[src/rtl/adc_pinsel_pkg.sv]
`timescale 1ns/1ps
package adc_pinsel_pkg;

    typedef enum logic [2:0] {
        ST_IDLE,
        ST_PRE_HI,
        ST_PRE_LO,
        ST_ACQ,
        ST_CONV,
        ST_SHIFT
    } ctl_state_e;

    // Round a duration in ns up to whole clock cycles (at least one).
    function automatic int unsigned ns_to_cycles(input int unsigned ns,
                                                 input int unsigned clk_ps);
        int unsigned c;
        c = (ns * 1000 + clk_ps - 1) / clk_ps;
        return (c == 0) ? 1 : c;
    endfunction

endpackage

[src/rtl/adc_sclk_gen.sv]
`timescale 1ns/1ps
module adc_sclk_gen #(
    parameter int unsigned HALF  = 4,
    parameter int unsigned NBITS = 12
) (
    input  logic clk,
    input  logic rst,
    input  logic run,
    output logic sclk,
    output logic fall_stb,
    output logic last_stb
);
    localparam int unsigned HW = (HALF > 1) ? $clog2(HALF) : 1;
    localparam int unsigned BW = $clog2(NBITS + 1);

    typedef struct packed {
        logic [HW-1:0] half;
        logic [BW-1:0] bits;
        logic          lvl;
    } gen_t;

    gen_t g_q, g_d;
    logic edge_now;

    assign edge_now = run && (g_q.half == HW'(HALF - 1));
    assign fall_stb = edge_now && g_q.lvl;
    assign last_stb = fall_stb && (g_q.bits == BW'(NBITS - 1));
    assign sclk     = g_q.lvl;

    always_comb begin
        g_d = g_q;
        if (!run) begin
            g_d = '0;
        end else if (edge_now) begin
            g_d.half = '0;
            g_d.lvl  = ~g_q.lvl;
            if (g_q.lvl) begin
                g_d.bits = last_stb ? '0 : g_q.bits + 1'b1;
            end
        end else begin
            g_d.half = g_q.half + 1'b1;
        end
        if (rst) begin
            g_d = '0;
        end
    end

    always_ff @(posedge clk) begin
        g_q <= g_d;
    end

    AST_BITS_IN_RANGE: assert property (@(posedge clk) disable iff (rst)
        g_q.bits < BW'(NBITS));
    AST_SCLK_STOPS: assert property (@(posedge clk) disable iff (rst)
        !run |=> !sclk);

endmodule

[src/rtl/adc_shift_rx.sv]
`timescale 1ns/1ps
module adc_shift_rx #(
    parameter int unsigned W = 12
) (
    input  logic         clk,
    input  logic         rst,
    input  logic         cap,
    input  logic         din,
    output logic [W-1:0] word_nx
);
    logic [W-2:0] hold_q, hold_d;

    assign word_nx = {hold_q, din};

    always_comb begin
        hold_d = hold_q;
        if (cap) begin
            hold_d = word_nx[W-2:0];
        end
        if (rst) begin
            hold_d = '0;
        end
    end

    always_ff @(posedge clk) begin
        hold_q <= hold_d;
    end

endmodule

[src/rtl/adc_result_fmt.sv]
`timescale 1ns/1ps
module adc_result_fmt #(
    parameter int unsigned RAW_W = 12,
    parameter int unsigned RES_W = 16
) (
    input  logic [RAW_W-1:0] raw,
    input  logic             signed_fmt,
    output logic [RES_W-1:0] res
);
    localparam int unsigned EXT = RES_W - RAW_W;

    generate
        if (EXT == 0) begin : g_same
            assign res = raw;
        end else begin : g_ext
            logic fill;
            assign fill = signed_fmt & raw[RAW_W-1];
            assign res  = {{EXT{fill}}, raw};
        end
    endgenerate

endmodule

[src/rtl/adc_pinsel_ctrl.sv]
`timescale 1ns/1ps
module adc_pinsel_ctrl
    import adc_pinsel_pkg::*;
#(
    parameter int unsigned CLK_PS    = 5000,
    parameter int unsigned ACQ_NS    = 1400,
    parameter int unsigned PRE_NS    = 30,
    parameter int unsigned CONV_NS   = 3700,
    parameter int unsigned SCLK_HALF = 4,
    parameter int unsigned RAW_W     = 12,
    parameter int unsigned RES_W     = 16
) (
    input  logic             clk,
    input  logic             rst,
    input  logic             req_valid,
    input  logic             req_alt,
    output logic             busy,
    output logic             cnv_start,
    output logic             sclk,
    input  logic             sdata,
    output logic             res_valid,
    output logic [RES_W-1:0] res_data,
    output logic             res_alt
);
    localparam int unsigned ACQ_CYC  = ns_to_cycles(ACQ_NS, CLK_PS);
    localparam int unsigned PRE_CYC  = ns_to_cycles(PRE_NS, CLK_PS);
    localparam int unsigned CONV_CYC = ns_to_cycles(CONV_NS, CLK_PS);
    localparam int unsigned MAX_CYC  =
        (ACQ_CYC > CONV_CYC) ? ((ACQ_CYC > PRE_CYC) ? ACQ_CYC : PRE_CYC)
                             : ((CONV_CYC > PRE_CYC) ? CONV_CYC : PRE_CYC);
    localparam int unsigned TW = $clog2(MAX_CYC + 1);

    typedef struct packed {
        ctl_state_e       st;
        logic [TW-1:0]    tmr;
        logic             cnv;
        logic             busy;
        logic             valid;
        logic             alt;
        logic [RES_W-1:0] data;
    } ctl_t;

    ctl_t r_q, r_d;

    logic             run_shift;
    logic             fall_stb;
    logic             last_stb;
    logic [RAW_W-1:0] raw_word;
    logic [RES_W-1:0] fmt_word;

    assign run_shift = (r_q.st == ST_SHIFT);

    adc_sclk_gen #(.HALF(SCLK_HALF), .NBITS(RAW_W)) u_sclk (
        .clk      (clk),
        .rst      (rst),
        .run      (run_shift),
        .sclk     (sclk),
        .fall_stb (fall_stb),
        .last_stb (last_stb)
    );

    adc_shift_rx #(.W(RAW_W)) u_rx (
        .clk     (clk),
        .rst     (rst),
        .cap     (fall_stb),
        .din     (sdata),
        .word_nx (raw_word)
    );

    adc_result_fmt #(.RAW_W(RAW_W), .RES_W(RES_W)) u_fmt (
        .raw        (raw_word),
        .signed_fmt (r_q.alt),
        .res        (fmt_word)
    );

    always_comb begin
        r_d       = r_q;
        r_d.valid = 1'b0;
        unique case (r_q.st)
            ST_IDLE: begin
                if (req_valid) begin
                    r_d.busy = 1'b1;
                    r_d.alt  = req_alt;
                    r_d.cnv  = 1'b1;
                    if (req_alt) begin
                        r_d.st  = ST_PRE_HI;
                        r_d.tmr = TW'(PRE_CYC - 1);
                    end else begin
                        r_d.st  = ST_ACQ;
                        r_d.tmr = TW'(ACQ_CYC - 1);
                    end
                end
            end
            ST_PRE_HI: begin
                if (r_q.tmr == '0) begin
                    r_d.st  = ST_PRE_LO;
                    r_d.cnv = 1'b0;
                    r_d.tmr = TW'(PRE_CYC - 1);
                end else begin
                    r_d.tmr = r_q.tmr - 1'b1;
                end
            end
            ST_PRE_LO: begin
                if (r_q.tmr == '0) begin
                    r_d.st  = ST_ACQ;
                    r_d.cnv = 1'b1;
                    r_d.tmr = TW'(ACQ_CYC - 1);
                end else begin
                    r_d.tmr = r_q.tmr - 1'b1;
                end
            end
            ST_ACQ: begin
                if (r_q.tmr == '0) begin
                    r_d.st  = ST_CONV;
                    r_d.cnv = 1'b0;
                    r_d.tmr = TW'(CONV_CYC - 1);
                end else begin
                    r_d.tmr = r_q.tmr - 1'b1;
                end
            end
            ST_CONV: begin
                if (r_q.tmr == '0) begin
                    r_d.st = ST_SHIFT;
                end else begin
                    r_d.tmr = r_q.tmr - 1'b1;
                end
            end
            ST_SHIFT: begin
                if (last_stb) begin
                    r_d.st    = ST_IDLE;
                    r_d.busy  = 1'b0;
                    r_d.valid = 1'b1;
                    r_d.data  = fmt_word;
                end
            end
            default: r_d.st = ST_IDLE;
        endcase
        if (rst) begin
            r_d    = '0;
            r_d.st = ST_IDLE;
        end
    end

    always_ff @(posedge clk) begin
        r_q <= r_d;
    end

    assign busy      = r_q.busy;
    assign cnv_start = r_q.cnv;
    assign res_valid = r_q.valid;
    assign res_data  = r_q.data;
    assign res_alt   = r_q.alt;

    AST_VALID_SINGLE: assert property (@(posedge clk) disable iff (rst)
        res_valid |=> !res_valid);
    AST_BUSY_CLEAR_AT_VALID: assert property (@(posedge clk) disable iff (rst)
        res_valid |-> !busy);
    AST_SCLK_ONLY_READOUT: assert property (@(posedge clk) disable iff (rst)
        (r_q.st != ST_SHIFT) |-> !sclk);
    AST_START_LOW_READOUT: assert property (@(posedge clk) disable iff (rst)
        (r_q.st == ST_CONV || r_q.st == ST_SHIFT) |-> !cnv_start);
    AST_RESET_PINS: assert property (@(posedge clk)
        rst |=> (!cnv_start && !sclk && !busy && !res_valid));

endmodule

[config.mk]
export PLATFORM = sky130hd
export DESIGN_NAME = adc_pinsel_ctrl
export DESIGN_NICKNAME = d
export VERILOG_FILES = /design/src/rtl/adc_pinsel_pkg.sv /design/src/rtl/adc_sclk_gen.sv /design/src/rtl/adc_shift_rx.sv /design/src/rtl/adc_result_fmt.sv /design/src/rtl/adc_pinsel_ctrl.sv
export SDC_FILE = /design/constraint.sdc
export NUM_CORES = 1
export LEC_CHECK = 0
export ABC_AREA = 0
export BUFFER_PORTS_ARGS = -buffer_cell sky130_fd_sc_hd__buf_2
export CORE_MARGIN = 5
export CORE_UTILIZATION = 40
export DETAILED_ROUTE_END_ITERATION = 10
export GPL_ROUTABILITY_DRIVEN = 0
export MAX_ROUTING_LAYER = met4
export SLEW_MARGIN = 20
export SYNTH_ARGS = -nofsm -noshare
export SYNTH_HDL_FRONTEND = slang
export SYNTH_SLANG_ARGS = --single-unit
[constraint.sdc]
create_clock -name clk -period 1.96 [get_ports clk]
set_input_delay 0.098 -clock clk [delete_from_list [all_inputs] [get_ports clk]]
set_output_delay 0.098 -clock clk [all_outputs]
set_load 0.005 [all_outputs]
# ---- After elaboration in Yosys (flattened, before gate mapping)
# Cells that the tools add are included.
dict set report word_totals {
  register_bits 48
  output_inout_bits 21
  elab_cells 69
}
dict set report op_classes {
  mux 19
  n_bitwise 3
  addsub 3
  reduce_logical 18
  eq_ne 15
}
# operator count
set ops {}
lappend ops {{$pmux W10 S5} 1}
lappend ops {{$mux W10} 4}
lappend ops {{$pmux W3 S6} 1}
lappend ops {{$mux W15} 1}
lappend ops {{$mux W3} 5}
lappend ops {{$ne A2 B2 Y1 const B} 7}
lappend ops {{$mux W12} 1}
lappend ops {{$logic_not A10 Y1} 1}
lappend ops {{$sub A10 B1 Y10 const B} 1}
lappend ops {{$eq A3 B2 Y1 const B} 2}
lappend ops {{$eq A3 B3 Y1 const B} 2}
lappend ops {{$reduce_and A2 Y1} 3}
lappend ops {{$reduce_and A3 Y1} 2}
lappend ops {{$reduce_and A6 Y1} 1}
lappend ops {{$reduce_bool A5 Y1} 1}
lappend ops {{$add A4 B1 Y4 const B} 1}
lappend ops {{$eq A4 B4 Y1 const B} 1}
lappend ops {{$mux W4} 1}
lappend ops {{$reduce_and A4 Y1} 1}
lappend ops {{$reduce_or A2 Y1} 2}
lappend ops {{$eq A3 B1 Y1 const B} 1}
lappend ops {{$logic_and A1 B1 Y1} 3}
lappend ops {{$logic_not A3 Y1} 1}
lappend ops {{$pmux W1 S3} 1}
lappend ops {{other kinds (11)} 13}

# ---- Depth between registers and ports, before layout
dict set report depth {
  word_depth 6
  depth_mapped 9
}

# ---- By module
# From an unflattened synthesis, not the netlist that was laid out.
dict set report hier_totals {
  cells_unflattened 336
  hier_area_um2 2713.9
}
# mod instances area_per_inst_um2 cells_per_inst
set by_module_without_submodules {}
lappend by_module_without_submodules {adc_pinsel_ctrl 1 1888.1 252}
lappend by_module_without_submodules {adc_shift_rx 1 394.1 36}
lappend by_module_without_submodules {adc_sclk_gen 1 305.3 31}
lappend by_module_without_submodules {adc_result_fmt 1 126.4 17}

# ---- Worst setup path before layout
# OpenSTA, ideal clock, no wires.
dict set report synth_timing {
  kind {reg-to-reg}
  start {reg r_q[20] (netlist bit)}
  end {reg r_q[26] (netlist bit)}
  setup_time_ns 0.074
  arrival_time_ns 2.050
  setup_slack_ns -0.164
  n_path_buf 1
  path_stages_with_launch 9
  required_time_ns 1.886
  path_cell_list {dfxtp_1 -> inv_1 -> ha_1 -> or3b_2 -> clkbuf_1 -> or4_1 -> a21oi_1 -> o21ai_0 -> a31oi_1}
}
dict set report synth_between {
  elab_chain_cells 3
  word_cells_on_any_way 9
}
# element line
set synth_lines {}
lappend synth_lines {{start, declared} adc_pinsel_ctrl.sv:43} ;# ctl_t r_q, r_d;
lappend synth_lines {{start signal, assigned} adc_pinsel_ctrl.sv:145} ;# r_q <= r_d;
lappend synth_lines {{$sub A10 B1 Y10 or $logic_not A10 Y1 (tied branches)} n/a}
lappend synth_lines {{$mux W10, or another cell as far along} adc_pinsel_ctrl.sv:122} ;# if (r_q.tmr == '0) begin
lappend synth_lines {{$pmux W10 S5 or $reduce_and A3 Y1 (tied branches)} n/a}
# Parallel ways exist; a longest one is shown, timed or not. The select of a mux whose other input is x is not followed.
# A chain may end at the register's enable or synchronous reset.

# ---- Final worst setup path
dict set report layout_timing {
  start {reg r_q[21] (netlist bit)}
  end {reg r_q[27] (netlist bit)}
}
# Same word-level chain as after synthesis.

==> tab_implementation.tex <==
\begin{tabular}{lr}
\hline
Metric & Value \\
\hline
\multicolumn{2}{l}{\textbf{Status}} \\
Result of the run & finished, violations left \\
Violated checks & setup timing \\
\multicolumn{2}{l}{\textbf{STA}} \\
FMAX & 0.4852 GHz \\
Setup slack after layout & -0.1012 ns \\
Total Negative Setup Slacks & -0.6835 ns \\
Unrepaired setup endpoints after global routing & yes \\
Setup-violating endpoint count in the final report & 10 \\
Relative slew slack & 70.73\% \\
Minimum clock period & 2.061 ns \\
Endpoints failing hold & 0 \\
Clock tree skew after final layout & 0.01176 ns \\
Number of pins with negative max-slew slack in the final report & 0 \\
Fraction of the cycle the final worst path needs & 105.2\% \\
Final hold slack & 0.04216 ns \\
Worst Max-Slew Pin Slew & 0.4375 ns \\
\multicolumn{2}{l}{\textbf{Route}} \\
Total wirelength of the detailed-routed design & 5983 um \\
Via Count & 2265 \\
Drt initial violations & 161 \\
DR WL/cell & 14.25 um \\
First-pass DRT Iterations & 4 \\
Count of antenna-violating nets left after detailed routing & 0 \\
Drc violations & 0 \\
Average via count per standard cell & 5.393 \\
\multicolumn{2}{l}{\textbf{Synthesis}} \\
Adder-cell share of the synthesized area & 2.041\% \\
Most frequently used flop master after synthesis & sky130\_fd\_sc\_hd\_\_dfxtp\_1 \\
Total of flip-flops plus latches after synthesis & 48 \\
Number of nets produced by synthesis & 323 \\
Cell count after synthesis & 314 \\
Share of synthesized area occupied by flip-flops and latches & 39.18\% \\
Proportion of register bits with asynchronous set or reset after synthesis & 0\% \\
Post-synthesis share of cell area spent on xor and xnor gates & 1.786\% \\
Area of the mapped netlist & 2452 um2 \\
Post-synthesis compound-gate area fraction & 22.30\% \\
Simple-gate share of the synthesized area & 24.29\% \\
Count of flip-flops with a built-in enable after synthesis & 0 \\
Mean instance size in the synthesized netlist & 7.810 um2 \\
Share of cell area taken by muxes after synthesis & 0.8163\% \\
Yosys warning count & 0 \\
Dominant combinational cell family by area after synthesis & simple AND/OR/NAND/NOR gates \\
Number of distinct library cells after synthesis & 52 \\
\multicolumn{2}{l}{\textbf{Cells and area}} \\
Number of antenna diodes & 0 \\
Layout cells sized above 1 & 30.14\% \\
Final non-filler cell total & 420 \\
Non-Filler Cell Area, Final & 3020 um2 \\
Area Growth Syn to Fin & 23.16\% \\
Final net count & 353 \\
\multicolumn{2}{l}{\textbf{Floorplan}} \\
Number of top-level pins & 26 \\
Die X & 88.30 um \\
Number of placement rows & 28 \\
Effective utilization at floorplan & 41.18\% \\
Overall die area & 7797 um2 \\
Area of the core & 5956 um2 \\
Die height & 88.30 um \\
\multicolumn{2}{l}{\textbf{Setup path}} \\
Data arrival at the endpoint of the critical path & 2.31 ns \\
Worst setup EP type & register \\
Top Family by Delay on Critical Path & simple AND/OR/NAND/NOR gates \\
Critical Path Start Type & register \\
Setup slack of the worst register-to-register path & -0.10 ns \\
Worst path buffer plus inverter count & 3 \\
Category of the critical setup timing path & register to register \\
Data required time at the worst endpoint & 2.20 ns \\
Slowest library cell on the worst path & sky130\_fd\_sc\_hd\_\_or4b\_4 \\
Largest stage delay on the critical path & 0.49 ns \\
Cells along the critical path & inv\_2 -> ha\_4 -> or4b\_4 -> buf\_4 -> nor3\_4 -> buf\_6 -> nand3\_2 -> a221oi\_2 -> a21o\_1 \\
Biggest fanout along the worst timing path & 5 \\
\multicolumn{2}{l}{\textbf{Place}} \\
Total placed cells including tap cells & 408 \\
\# port buffers & 25 \\
Area of placed instances & 2730 um2 \\
Post-place setup slack & -0.1297 ns \\
Dpl hpwl & 4118 um \\
\multicolumn{2}{l}{\textbf{Global route}} \\
Via count of the first global-routing pass & 2116 \\
Maximum number of pins on one net before global-route repair & 29 \\
Overall Global Routing Usage & 16.67\% \\
Wire length of the first global-routing pass & 10010 um \\
Number of antenna violations at the first check in global routing & 0 \\
Aggregate global routing overflow & 0 \\
\multicolumn{2}{l}{\textbf{Clocking}} \\
Source-to-sink clock delay at the later pin of the worst-skew pair & 0.30 ns \\
Clock sinks & 48 \\
CTS tree & yes \\
Root buffer cell & sky130\_fd\_sc\_hd\_\_clkbuf\_8 \\
Level count of the clock H-tree & 2 \\
Post-CTS clock slew at the launch and capture registers of the worst setup and hold paths & 0.10 ns \\
CTS buffer count & 5 \\
Number of buffers between clock root and the deepest sink & 2 \\
\multicolumn{2}{l}{\textbf{Flow run}} \\
Max-capacitance violation count & 0 \\
\multicolumn{2}{l}{\textbf{Pwr}} \\
Leak & 1.146 nW \\
Pwr/cell area & 1310 nW/um2 \\
Peak VDD IR & 0.6502 mV \\
\multicolumn{2}{l}{\textbf{Hold path}} \\
Type of the worst min-delay path & input pin to register \\
\hline
\end{tabular}
[layer usage]
layer	track usage [%]	share of wire (%)	vias to the layer above
met5	-	0	-
met4	4.945	1.1	0
met3	2.700	5.8	7
met2	26.51	48	52
met1	21.84	45	1059
li1	-	-	1147
[stage by stage]
stage	utilization, %	power, W
6_report	50.71	0.003958
5_1_grt	50.71	0.004202
3_3_place_gp	45.84	0.002773
3_5_place_dp	45.84	0.002766
2_1_floorplan	-	0.002230
4_1_cts	48.80	0.003740
[repair_timing]
item	CTS	global route
gates resized for setup	8	29
pin swaps	3	15
endpoints found under the hold margin	0	0
hold buffers	0	0
gates cloned	0	1
endpoints found under the setup margin	14	14
setup buffers	2	1
[cells in the mapped netlist, types with 2 or more instances]
master / count / area [um2]
sky130_fd_sc_hd__nand3b_1: 4 / 30.03
sky130_fd_sc_hd__and3_1: 2 / 12.51
sky130_fd_sc_hd__a21oi_1: 43 / 215.2
sky130_fd_sc_hd__a31oi_1: 4 / 25.02
sky130_fd_sc_hd__or2_2: 2 / 12.51
sky130_fd_sc_hd__xor2_1: 3 / 26.28
sky130_fd_sc_hd__o311ai_0: 3 / 26.28
sky130_fd_sc_hd__nand2b_1: 2 / 12.51
sky130_fd_sc_hd__nand3_1: 3 / 15.01
sky130_fd_sc_hd__a31oi_2: 2 / 25.02
sky130_fd_sc_hd__buf_4: 16 / 120.1
sky130_fd_sc_hd__or4_1: 3 / 22.52
sky130_fd_sc_hd__or3b_2: 2 / 17.52
sky130_fd_sc_hd__buf_2: 5 / 25.02
sky130_fd_sc_hd__nor3_1: 9 / 45.04
sky130_fd_sc_hd__dfxtp_1: 48 / 960.9
sky130_fd_sc_hd__or3_1: 4 / 25.02
sky130_fd_sc_hd__inv_1: 5 / 18.77
sky130_fd_sc_hd__xnor2_1: 2 / 17.52
sky130_fd_sc_hd__a32oi_1: 2 / 17.52
sky130_fd_sc_hd__o31ai_1: 4 / 30.03
sky130_fd_sc_hd__a211oi_1: 2 / 15.01
sky130_fd_sc_hd__nor2_1: 21 / 78.83
sky130_fd_sc_hd__o221ai_1: 2 / 17.52
sky130_fd_sc_hd__nand2_1: 66 / 247.7
sky130_fd_sc_hd__ha_1: 4 / 50.05
sky130_fd_sc_hd__nor2b_1: 2 / 12.51
sky130_fd_sc_hd__mux2i_1: 2 / 20.02
sky130_fd_sc_hd__o21ai_0: 9 / 45.04
sky130_fd_sc_hd__clkbuf_1: 16 / 60.06
[layout make-up]
| class | instances | area [um2] |
|---|---|---|
| Clock buffer | 5 | 68.82 |
| Clock inverter | 3 | 68.82 |
| Fill cell | 592 | 2935 |
| Inverter | 5 | 21.27 |
| Multi-Input combinational cell | 223 | 1381 |
| Sequential cell | 48 | 967.2 |
| Tap cell | 75 | 93.84 |
| Timing Repair Buffer | 61 | 419.2 |
[cells by family (layout without fill, tap and decap cells)]
| family | count (synthesis) | count (layout) |
|---|---|---|
| simple gates | 127 | 127 |
| compound gates | 85 | 85 |
| flops | 48 | 48 |
| buf+inv | 43 | 74 |
| xor+xnor | 5 | 5 |
| fa+ha+maj | 4 | 4 |
| mux | 2 | 2 |
[path summary, 6_finish.rpt]
| check | from | endpoint | cells after the start |
|---|---|---|---|
| setup / recovery | r_q[21] | r_q[27] | 9 |
| hold / removal | sdata | u_rx.hold_q[0] | 3 |
| setup reg to reg | r_q[21] | r_q[27] | 9 |
| hold reg to reg | u_sclk.g_q[5] | u_sclk.g_q[5] | 1 |
[layout by cell type (no fill, tap or decap), types with 3 or more instances in the layout]
cell	instances
sky130_fd_sc_hd__buf_2	25
sky130_fd_sc_hd__nand3b_1	4
sky130_fd_sc_hd__o21ai_2	3
sky130_fd_sc_hd__buf_6	3
sky130_fd_sc_hd__nor3_1	8
sky130_fd_sc_hd__or3_1	4
sky130_fd_sc_hd__buf_4	32
sky130_fd_sc_hd__nor2_1	19
sky130_fd_sc_hd__dfxtp_1	45
sky130_fd_sc_hd__o31ai_1	4
sky130_fd_sc_hd__o21ai_1	3
sky130_fd_sc_hd__clkbuf_8	5
sky130_fd_sc_hd__nand2_1	66
sky130_fd_sc_hd__inv_1	3
sky130_fd_sc_hd__xor2_1	3
sky130_fd_sc_hd__a31oi_1	3
sky130_fd_sc_hd__or4_4	3
sky130_fd_sc_hd__o21ai_0	3
sky130_fd_sc_hd__a21oi_1	40
sky130_fd_sc_hd__a21oi_2	3
[power by group]
part / internal [W] / switching [W]
Sequential: 0.00108 / 0.0000895
Clock: 0.000514 / 0.000355
Combinational: 0.000916 / 0.00100
[state kept, by name, summed over array words and instances, names as in the netlist]
signal / cells
u_sclk.g_q: 6
res_alt: 1
r_q: 13
u_sclk.sclk: 1
res_valid: 1
cnv_start: 1
res_data: 13
busy: 1
u_rx.hold_q: 11
[tightest hold or removal path, delay by kind of cell]
kind | cells | cell delay, ns
buf+inv | 1 | 0.11
simple gates | 1 | 0.05
compound gates | 1 | 0.05
Note: power is estimated with default switching activity, not from simulation.
